[src/rtl/rinv_pkg.sv]
package rinv_pkg;

    typedef enum logic [1:0] {
        W_IDLE,
        W_SWEEP,
        W_FLUSH,
        W_FINISH
    } walk_state_e;

    typedef struct packed {
        logic inval;   // line must leave this bank
        logic flush;   // leaving line is dirty: write back first
    } verdict_t;

    function automatic verdict_t judge_line(input logic valid,
                                            input logic dirty,
                                            input logic home_local);
        verdict_t v;
        v.inval = valid && !home_local;
        v.flush = valid && !home_local && dirty;
        return v;
    endfunction

endpackage

[src/rtl/rinv_cursor.sv]
module rinv_cursor #(
    parameter int LINES = 64,
    localparam int CNT_W = $clog2(LINES) + 1
) (
    input  logic             clk,
    input  logic             rst,
    input  logic             clear,
    input  logic             step,
    output logic [CNT_W-1:0] count,
    output logic             exhausted
);
    always_ff @(posedge clk) begin
        if (rst || clear) begin
            count <= '0;
        end else if (step) begin
            count <= count + 1'b1;
        end
    end

    assign exhausted = (count == CNT_W'(LINES));

    // never step past the last slot
    p_no_overrun_r2: assert property (@(posedge clk) disable iff (rst)
        step |-> !exhausted);

endmodule

[src/rtl/rinv_judge.sv]
module rinv_judge
    import rinv_pkg::*;
(
    input  logic     valid,
    input  logic     dirty,
    input  logic     home_local,
    output verdict_t verdict
);
    always_comb begin
        verdict = judge_line(valid, dirty, home_local);
    end
endmodule

[src/rtl/reconfig_inval_walker.sv]
module reconfig_inval_walker
    import rinv_pkg::*;
#(
    parameter int SETS    = 16,
    parameter int WAYS    = 4,
    parameter int TAG_W   = 6,
    parameter int SHARE_W = 3,
    parameter int BANK_W  = 2
) (
    input  logic                            clk,
    input  logic                            rst,
    input  logic                            start_i,
    output logic                            busy_o,
    output logic                            done_o,
    output logic                            tag_rd_en_o,
    output logic [$clog2(SETS)-1:0]         tag_rd_set_o,
    output logic [$clog2(WAYS)-1:0]         tag_rd_way_o,
    input  logic                            rd_valid_i,
    input  logic                            rd_dirty_i,
    input  logic [TAG_W-1:0]                rd_tag_i,
    input  logic [SHARE_W-1:0]              rd_share_i,
    output logic                            tag_wr_en_o,
    output logic [$clog2(SETS)-1:0]         tag_wr_set_o,
    output logic [$clog2(WAYS)-1:0]         tag_wr_way_o,
    output logic                            map_req_o,
    output logic [TAG_W+$clog2(SETS)-1:0]   map_line_o,
    output logic [SHARE_W-1:0]              map_share_o,
    input  logic [BANK_W-1:0]               map_bank_i,
    input  logic [BANK_W-1:0]               local_bank_i,
    output logic                            wb_req_o,
    output logic [TAG_W+$clog2(SETS)-1:0]   wb_line_o,
    input  logic                            wb_ack_i
);
    localparam int LINES  = SETS * WAYS;
    localparam int SET_W  = $clog2(SETS);
    localparam int WAY_W  = $clog2(WAYS);
    localparam int IDX_W  = SET_W + WAY_W;
    localparam int LINE_W = TAG_W + SET_W;
    localparam int CNT_W  = IDX_W + 1;

    walk_state_e         state;
    logic                pend_v;
    logic [IDX_W-1:0]    pend_idx;
    logic [IDX_W-1:0]    hold_idx;
    logic [LINE_W-1:0]   hold_line;
    logic [CNT_W-1:0]    cur_count;
    logic                cur_end;
    logic                start_go;
    logic                issue;
    logic                looking;
    logic                home_local;
    logic                stall;
    logic [LINE_W-1:0]   eval_line;
    logic [IDX_W-1:0]    wr_idx;
    verdict_t            verdict;

    assign start_go = (state == W_IDLE) && start_i;

    rinv_cursor #(.LINES(LINES)) u_cursor (
        .clk       (clk),
        .rst       (rst),
        .clear     (start_go),
        .step      (issue),
        .count     (cur_count),
        .exhausted (cur_end)
    );

    // evaluation stage: tag data of the slot read one cycle ago
    assign looking    = (state == W_SWEEP) && pend_v;
    assign eval_line  = {rd_tag_i, pend_idx[IDX_W-1:WAY_W]};
    assign home_local = (map_bank_i == local_bank_i);

    rinv_judge u_judge (
        .valid      (looking && rd_valid_i),
        .dirty      (rd_dirty_i),
        .home_local (home_local),
        .verdict    (verdict)
    );

    assign stall = verdict.flush;
    assign issue = (state == W_SWEEP) && !stall && !cur_end;

    always_ff @(posedge clk) begin
        if (rst) begin
            state     <= W_IDLE;
            pend_v    <= 1'b0;
            pend_idx  <= '0;
            hold_idx  <= '0;
            hold_line <= '0;
        end else begin
            unique case (state)
                W_IDLE: begin
                    pend_v <= 1'b0;
                    if (start_i) state <= W_SWEEP;
                end
                W_SWEEP: begin
                    if (stall) begin
                        hold_idx  <= pend_idx;
                        hold_line <= eval_line;
                        pend_v    <= 1'b0;
                        state     <= W_FLUSH;
                    end else begin
                        pend_v   <= issue;
                        pend_idx <= cur_count[IDX_W-1:0];
                        if (!pend_v && cur_end) state <= W_FINISH;
                    end
                end
                W_FLUSH: begin
                    if (wb_ack_i) state <= W_SWEEP;
                end
                W_FINISH: state <= W_IDLE;
                default:  state <= W_IDLE;
            endcase
        end
    end

    assign tag_rd_en_o  = issue;
    assign tag_rd_set_o = cur_count[IDX_W-1:WAY_W];
    assign tag_rd_way_o = cur_count[WAY_W-1:0];

    assign map_req_o   = looking && rd_valid_i;
    assign map_line_o  = eval_line;
    assign map_share_o = rd_share_i;

    assign wr_idx       = (state == W_FLUSH) ? hold_idx : pend_idx;
    assign tag_wr_en_o  = ((state == W_SWEEP) && verdict.inval && !verdict.flush) ||
                          ((state == W_FLUSH) && wb_ack_i);
    assign tag_wr_set_o = wr_idx[IDX_W-1:WAY_W];
    assign tag_wr_way_o = wr_idx[WAY_W-1:0];

    assign wb_req_o  = (state == W_FLUSH);
    assign wb_line_o = hold_line;

    assign busy_o = (state != W_IDLE);
    assign done_o = (state == W_FINISH);

    // accepted start makes the block busy next cycle
    p_busy_after_start_r1: assert property (@(posedge clk) disable iff (rst)
        (start_i && !busy_o) |=> busy_o);

    // back-to-back reads step the linear index by one
    p_read_order_r2: assert property (@(posedge clk) disable iff (rst)
        (tag_rd_en_o && $past(tag_rd_en_o)) |->
        ({tag_rd_set_o, tag_rd_way_o} == $past({tag_rd_set_o, tag_rd_way_o}) + 1'b1));

    // mapping is consulted only for valid slots
    p_no_lookup_invalid_r4: assert property (@(posedge clk) disable iff (rst)
        map_req_o |-> rd_valid_i);

    // open writeback holds its address and blocks reads and invalidates
    p_flush_hold_r7: assert property (@(posedge clk) disable iff (rst)
        (wb_req_o && !wb_ack_i) |=> (wb_req_o && $stable(wb_line_o)));
    p_no_read_in_flush_r7: assert property (@(posedge clk) disable iff (rst)
        wb_req_o |-> !tag_rd_en_o);
    p_no_inval_before_ack_r7: assert property (@(posedge clk) disable iff (rst)
        (wb_req_o && !wb_ack_i) |-> !tag_wr_en_o);

    // single done pulse, then idle and quiet
    p_done_single_r8: assert property (@(posedge clk) disable iff (rst)
        done_o |=> (!done_o && !busy_o));
    p_idle_quiet_r8: assert property (@(posedge clk) disable iff (rst)
        !busy_o |-> (!tag_rd_en_o && !tag_wr_en_o && !wb_req_o && !map_req_o));

endmodule

[config.mk]
export PLATFORM = sky130hd
export DESIGN_NAME = reconfig_inval_walker
export DESIGN_NICKNAME = d
export VERILOG_FILES = /design/src/rtl/rinv_pkg.sv /design/src/rtl/rinv_cursor.sv /design/src/rtl/rinv_judge.sv /design/src/rtl/reconfig_inval_walker.sv
export SDC_FILE = /design/constraint.sdc
export NUM_CORES = 1
export LEC_CHECK = 0
export CAP_MARGIN = 10
export CORE_ASPECT_RATIO = 1.5
export CORE_UTILIZATION = 46
export CTS_CLUSTER_DIAMETER = 30
export DETAILED_ROUTE_END_ITERATION = 6
export PLACE_DENSITY = 0.82
export SETUP_SLACK_MARGIN = 0.5
export SLEW_MARGIN = 25
export SYNTH_ARGS = -nofsm -noshare
export SYNTH_HDL_FRONTEND = slang
export SYNTH_SLANG_ARGS = --single-unit
[constraint.sdc]
create_clock -name clk -period 3.66 [get_ports clk]
set_clock_uncertainty 0.2 [all_clocks]
set_input_delay 0.549 -clock clk [delete_from_list [all_inputs] [get_ports clk]]
set_output_delay 0.549 -clock clk [all_outputs]
set_load 0.01 [all_outputs]
==> impl_metrics.tcl <==
set metrics [dict create \
    ys_async_sr_fraction 0 \
    cts.hold.buffers_added 0 \
    diodes 0 \
    critPathLaunchType "input port" \
    route.detailed.drc 0 \
    worstReg2RegEnd "u_cursor.count[6]$_SDFFE_PP0P_" \
    vias_per_cell 5.454 \
    hpwlAfterDp_um 2550 \
    timing.final.crit_period_ns 2.964 \
    crit_required_ns 2.91 \
    relative_slew_slack 0.4329 \
    synth_edf_count 0 \
    finalHoldViolCount 0 \
    die_y_um 71.86 \
    floorplan.die.width_um 48.57 \
    grt_max_degree 26 \
    fin_tns_setup_ns 0 \
    dpl_worst_slack_ns 0.7209 \
    drt_iter0_markers 35 \
    netlist.top_cell.by_area "sky130_fd_sc_hd__dfxtp_1" \
    timing.setup.critical_path_class "input port to output pin" \
    worst_hold_path_type "register to register" \
    grt_first_pass_wirelength_um 5485 \
    routed-wl-met3_um 212 \
    num_rows 25 \
    dr_top_layer "met4" \
    hold_end "pend_idx[0]$_SDFFE_PP0P_" \
    finalMaxSlewViolations 0 \
    critical_register_to_register_path_startpoint "state[0]$_SDFFE_PP0P_" \
    postSynthAreaPerCell_um2 8.803 \
    power.density_cell_area_mw_per_mm2 295.1 \
    floorplan.initialDensity 0.4784 \
    period_share 0.8098 \
    io-pin-count 60 \
    overflow_left_after_global_routing 0 \
    htree_levels 1 \
    synth_ff_type "sky130_fd_sc_hd__dfxtp_1" \
    grt_setup_unrepaired "false" \
    r2r_cells 5 \
    dr_wl_met2_um 1836 \
    grt_use_total 0.1962 \
    run_status "finished clean" \
    layout-area-overhead-vs-synth_pct 30.18 \
    ys_seq_area_frac 0.3746 \
    synth_fp_nets 191 \
    hold_path_startpoint "pend_idx[0]$_SDFFE_PP0P_" \
    synth.top_cells.by_area "sky130_fd_sc_hd__dfxtp_1 (37%), sky130_fd_sc_hd__buf_4 (12%), sky130_fd_sc_hd__mux2i_1 (10%), sky130_fd_sc_hd__mux2_2 (4.5%), sky130_fd_sc_hd__o21ai_0 (4.3%)" \
    share_of_cells_above_drive_strength_1 0.1000 \
    worst-endpoint-arrival_ns 2.21 \
    synthesis.area_mm2 0.001496 \
    nNetsFinal 222 \
    cts_made_buffers 3 \
    max_slew.worst_pin.slew_ns 0.8498 \
    core_region_area_mm2 0.003128 \
    max_freq_mhz 337.4 \
    ctsLongestPathBuffers 2 \
    synth.top_cell.area_share 0.3746 \
    cp_max_fo 4 \
    clkSinkCount 28 \
    route.detailed.wl_per_inst_um 14.06 \
    setup.worst_path.end_class "output pin" \
    syn-instance-count 170 \
    m1WireLength_um 1267 \
    setup.worst_path.start "local_bank_i[1]" \
    dieArea_mm2 0.003490 \
    r2r_slack_ns 1.72 \
    postRouteAntennaNets 0 \
    port_buffers 53 \
    drt-total-wl_um 3375 \
    max-vdd-ir-drop_uv 283.4 \
    detail_route.first_pass.iterations 4 \
    clk-insertion-delay-late_ns 0.27 \
    ys.warnings.count 0 \
    grt_antenna_before_repair 0 \
    clock-root-buffer "sky130_fd_sc_hd__clkbuf_8" \
    vias 1309 \
    clk_transition_reported_paths_ns 0.09 \
    postSynthRegisterBits 28 \
    max-cap-violations 0 \
    setup_viol_count_final 0 \
    tritoncts_clock_tree "done" \
    place_congestion 0.8818 \
    power.leakage_nw 0.7784 \
    netlist-cell-type-count 35 \
    fin_ws_ns 0.6962 \
    worst_hold_path.num_cells 2 \
    grt_pass1_vias 1242 \
]
## cell usage after synthesis (4+ instances only)
| master | n |
|---|---|
| sky130_fd_sc_hd__buf_4 | 24 |
| sky130_fd_sc_hd__nand2_1 | 5 |
| sky130_fd_sc_hd__a21oi_1 | 12 |
| sky130_fd_sc_hd__mux2_2 | 6 |
| sky130_fd_sc_hd__o21ai_0 | 13 |
| sky130_fd_sc_hd__nor2_1 | 17 |
| sky130_fd_sc_hd__clkbuf_1 | 4 |
| sky130_fd_sc_hd__mux2i_1 | 15 |
| sky130_fd_sc_hd__dfxtp_1 | 28 |
| sky130_fd_sc_hd__nand3_1 | 10 |
## layout make-up
class	instances	area, um2
flip-flops and latches	28	560.5
repair buffers	57	560.5
well taps	40	50.05
fillers	265	1180
inverters	2	7.507
multi-input cells	109	714.4
clock buffers	4	55.05
## routing by layer
metal  track usage  vias up
met3       0.03397       10
met4       0.07190        0
met2        0.3865       59
li1              -      632
met1        0.2037      608
met5             0        -
## layout by cell type, fill, tap and decap left out
cell,synthesis,routed
sky130_fd_sc_hd__clkdlybuf4s50_1,0,53
sky130_fd_sc_hd__dfxtp_1,28,28
sky130_fd_sc_hd__nor2_1,17,17
sky130_fd_sc_hd__mux2i_1,15,15
sky130_fd_sc_hd__o21ai_0,13,13
sky130_fd_sc_hd__a21oi_1,12,12
sky130_fd_sc_hd__nand3_1,10,10
sky130_fd_sc_hd__mux2_2,6,6
sky130_fd_sc_hd__nand2_1,5,5
sky130_fd_sc_hd__clkbuf_8,0,4
sky130_fd_sc_hd__buf_4,24,4
sky130_fd_sc_hd__xor2_1,2,2
sky130_fd_sc_hd__inv_1,2,2
sky130_fd_sc_hd__or2_2,2,2
sky130_fd_sc_hd__nand2b_1,2,2
sky130_fd_sc_hd__o31ai_1,2,2
sky130_fd_sc_hd__nand4_1,2,2
sky130_fd_sc_hd__or3_2,2,2
sky130_fd_sc_hd__or3_1,2,2
sky130_fd_sc_hd__nor3_1,2,2
sky130_fd_sc_hd__ha_1,2,2
sky130_fd_sc_hd__o2111a_1,1,1
sky130_fd_sc_hd__or4_4,1,1
sky130_fd_sc_hd__nor2b_1,2,1
sky130_fd_sc_hd__nor2b_2,0,1
sky130_fd_sc_hd__and2_1,1,1
sky130_fd_sc_hd__and4b_1,1,1
sky130_fd_sc_hd__o2111ai_1,1,1
sky130_fd_sc_hd__or4_1,1,1
sky130_fd_sc_hd__nor3b_1,1,1
sky130_fd_sc_hd__o211ai_1,1,1
sky130_fd_sc_hd__and3_1,1,1
sky130_fd_sc_hd__o21a_1,1,1
sky130_fd_sc_hd__a22oi_1,1,1
## cells by family (layout without fill, tap and decap cells)
| kind of cell | after synthesis | in the layout | synth area share |
|---|---|---|---|
| buffers and inverters | 33 | 63 | 0.1497 |
| AND/OR/NAND/NOR | 52 | 52 | 0.1798 |
| AO/OA/AOI/OAI | 32 | 32 | 0.1221 |
| XOR/XNOR | 2 | 2 | 0.01171 |
| adder cells (fa/ha/maj) | 2 | 2 | 0.01672 |
| flip-flops | 28 | 28 | 0.3746 |
| multiplexers | 21 | 21 | 0.1455 |
## worst max-delay path: stages
cell                              delay [ns]
sky130_fd_sc_hd__clkdlybuf4s50_1        0.42
sky130_fd_sc_hd__xor2_1                 0.21
sky130_fd_sc_hd__o2111a_1               0.32
sky130_fd_sc_hd__nor2_1                 0.17
sky130_fd_sc_hd__clkdlybuf4s50_1        0.56
## state kept, by name, indices dropped and copies added (netlist names)
name	count
pend_idx	6
wb_line_o	7
pend_v	1
u_cursor.count	7
hold_idx	5
state	2
## metrics by stage
step / area, um2 / hold WS (ns) / util / total power (W) / instances
final: 1948 / 0.3032 / 0.6228 / 0.0005748 / 240
after global routing: 1948 / 0.3331 / 0.6228 / 0.0005983 / 240
after CTS: 1946 / 0.3058 / 0.6220 / 0.0005774 / 240
after detailed placement: 1891 / 0.2832 / 0.6044 / 0.0003918 / 236
after global placement: 1891 / 0.2683 / 0.6044 / 0.0003891 / 236
after floorplan: 1496 / 0.2571 / - / 0.0003584 / 170
## power by group
group          internal, W  switching (W)
Sequential        0.000308     0.00000514
Clock            0.0000962      0.0000929
Combinational    0.0000382      0.0000347
Total             0.000442       0.000133
## worst max path at each step
stage / endpoint / slack, ns / depth (start not counted)
finish: tag_rd_en_o / 0.70 / 5
global route: tag_rd_en_o / 0.63 / 5
CTS: tag_wr_set_o[0] / 0.57 / 3
detailed placement: tag_rd_en_o / 0.72 / 5
global placement: tag_rd_en_o / 0.74 / 5
floorplan: tag_wr_set_o[0] / 1.63 / 4
## timing repair
action,CTS,global route
hold endpoints to repair,0,0
gates resized for setup,0,1
endpoints found under the setup margin,0,6
buffers inserted,0,0
No activity file was read; power rests on OpenSTA's default activity.
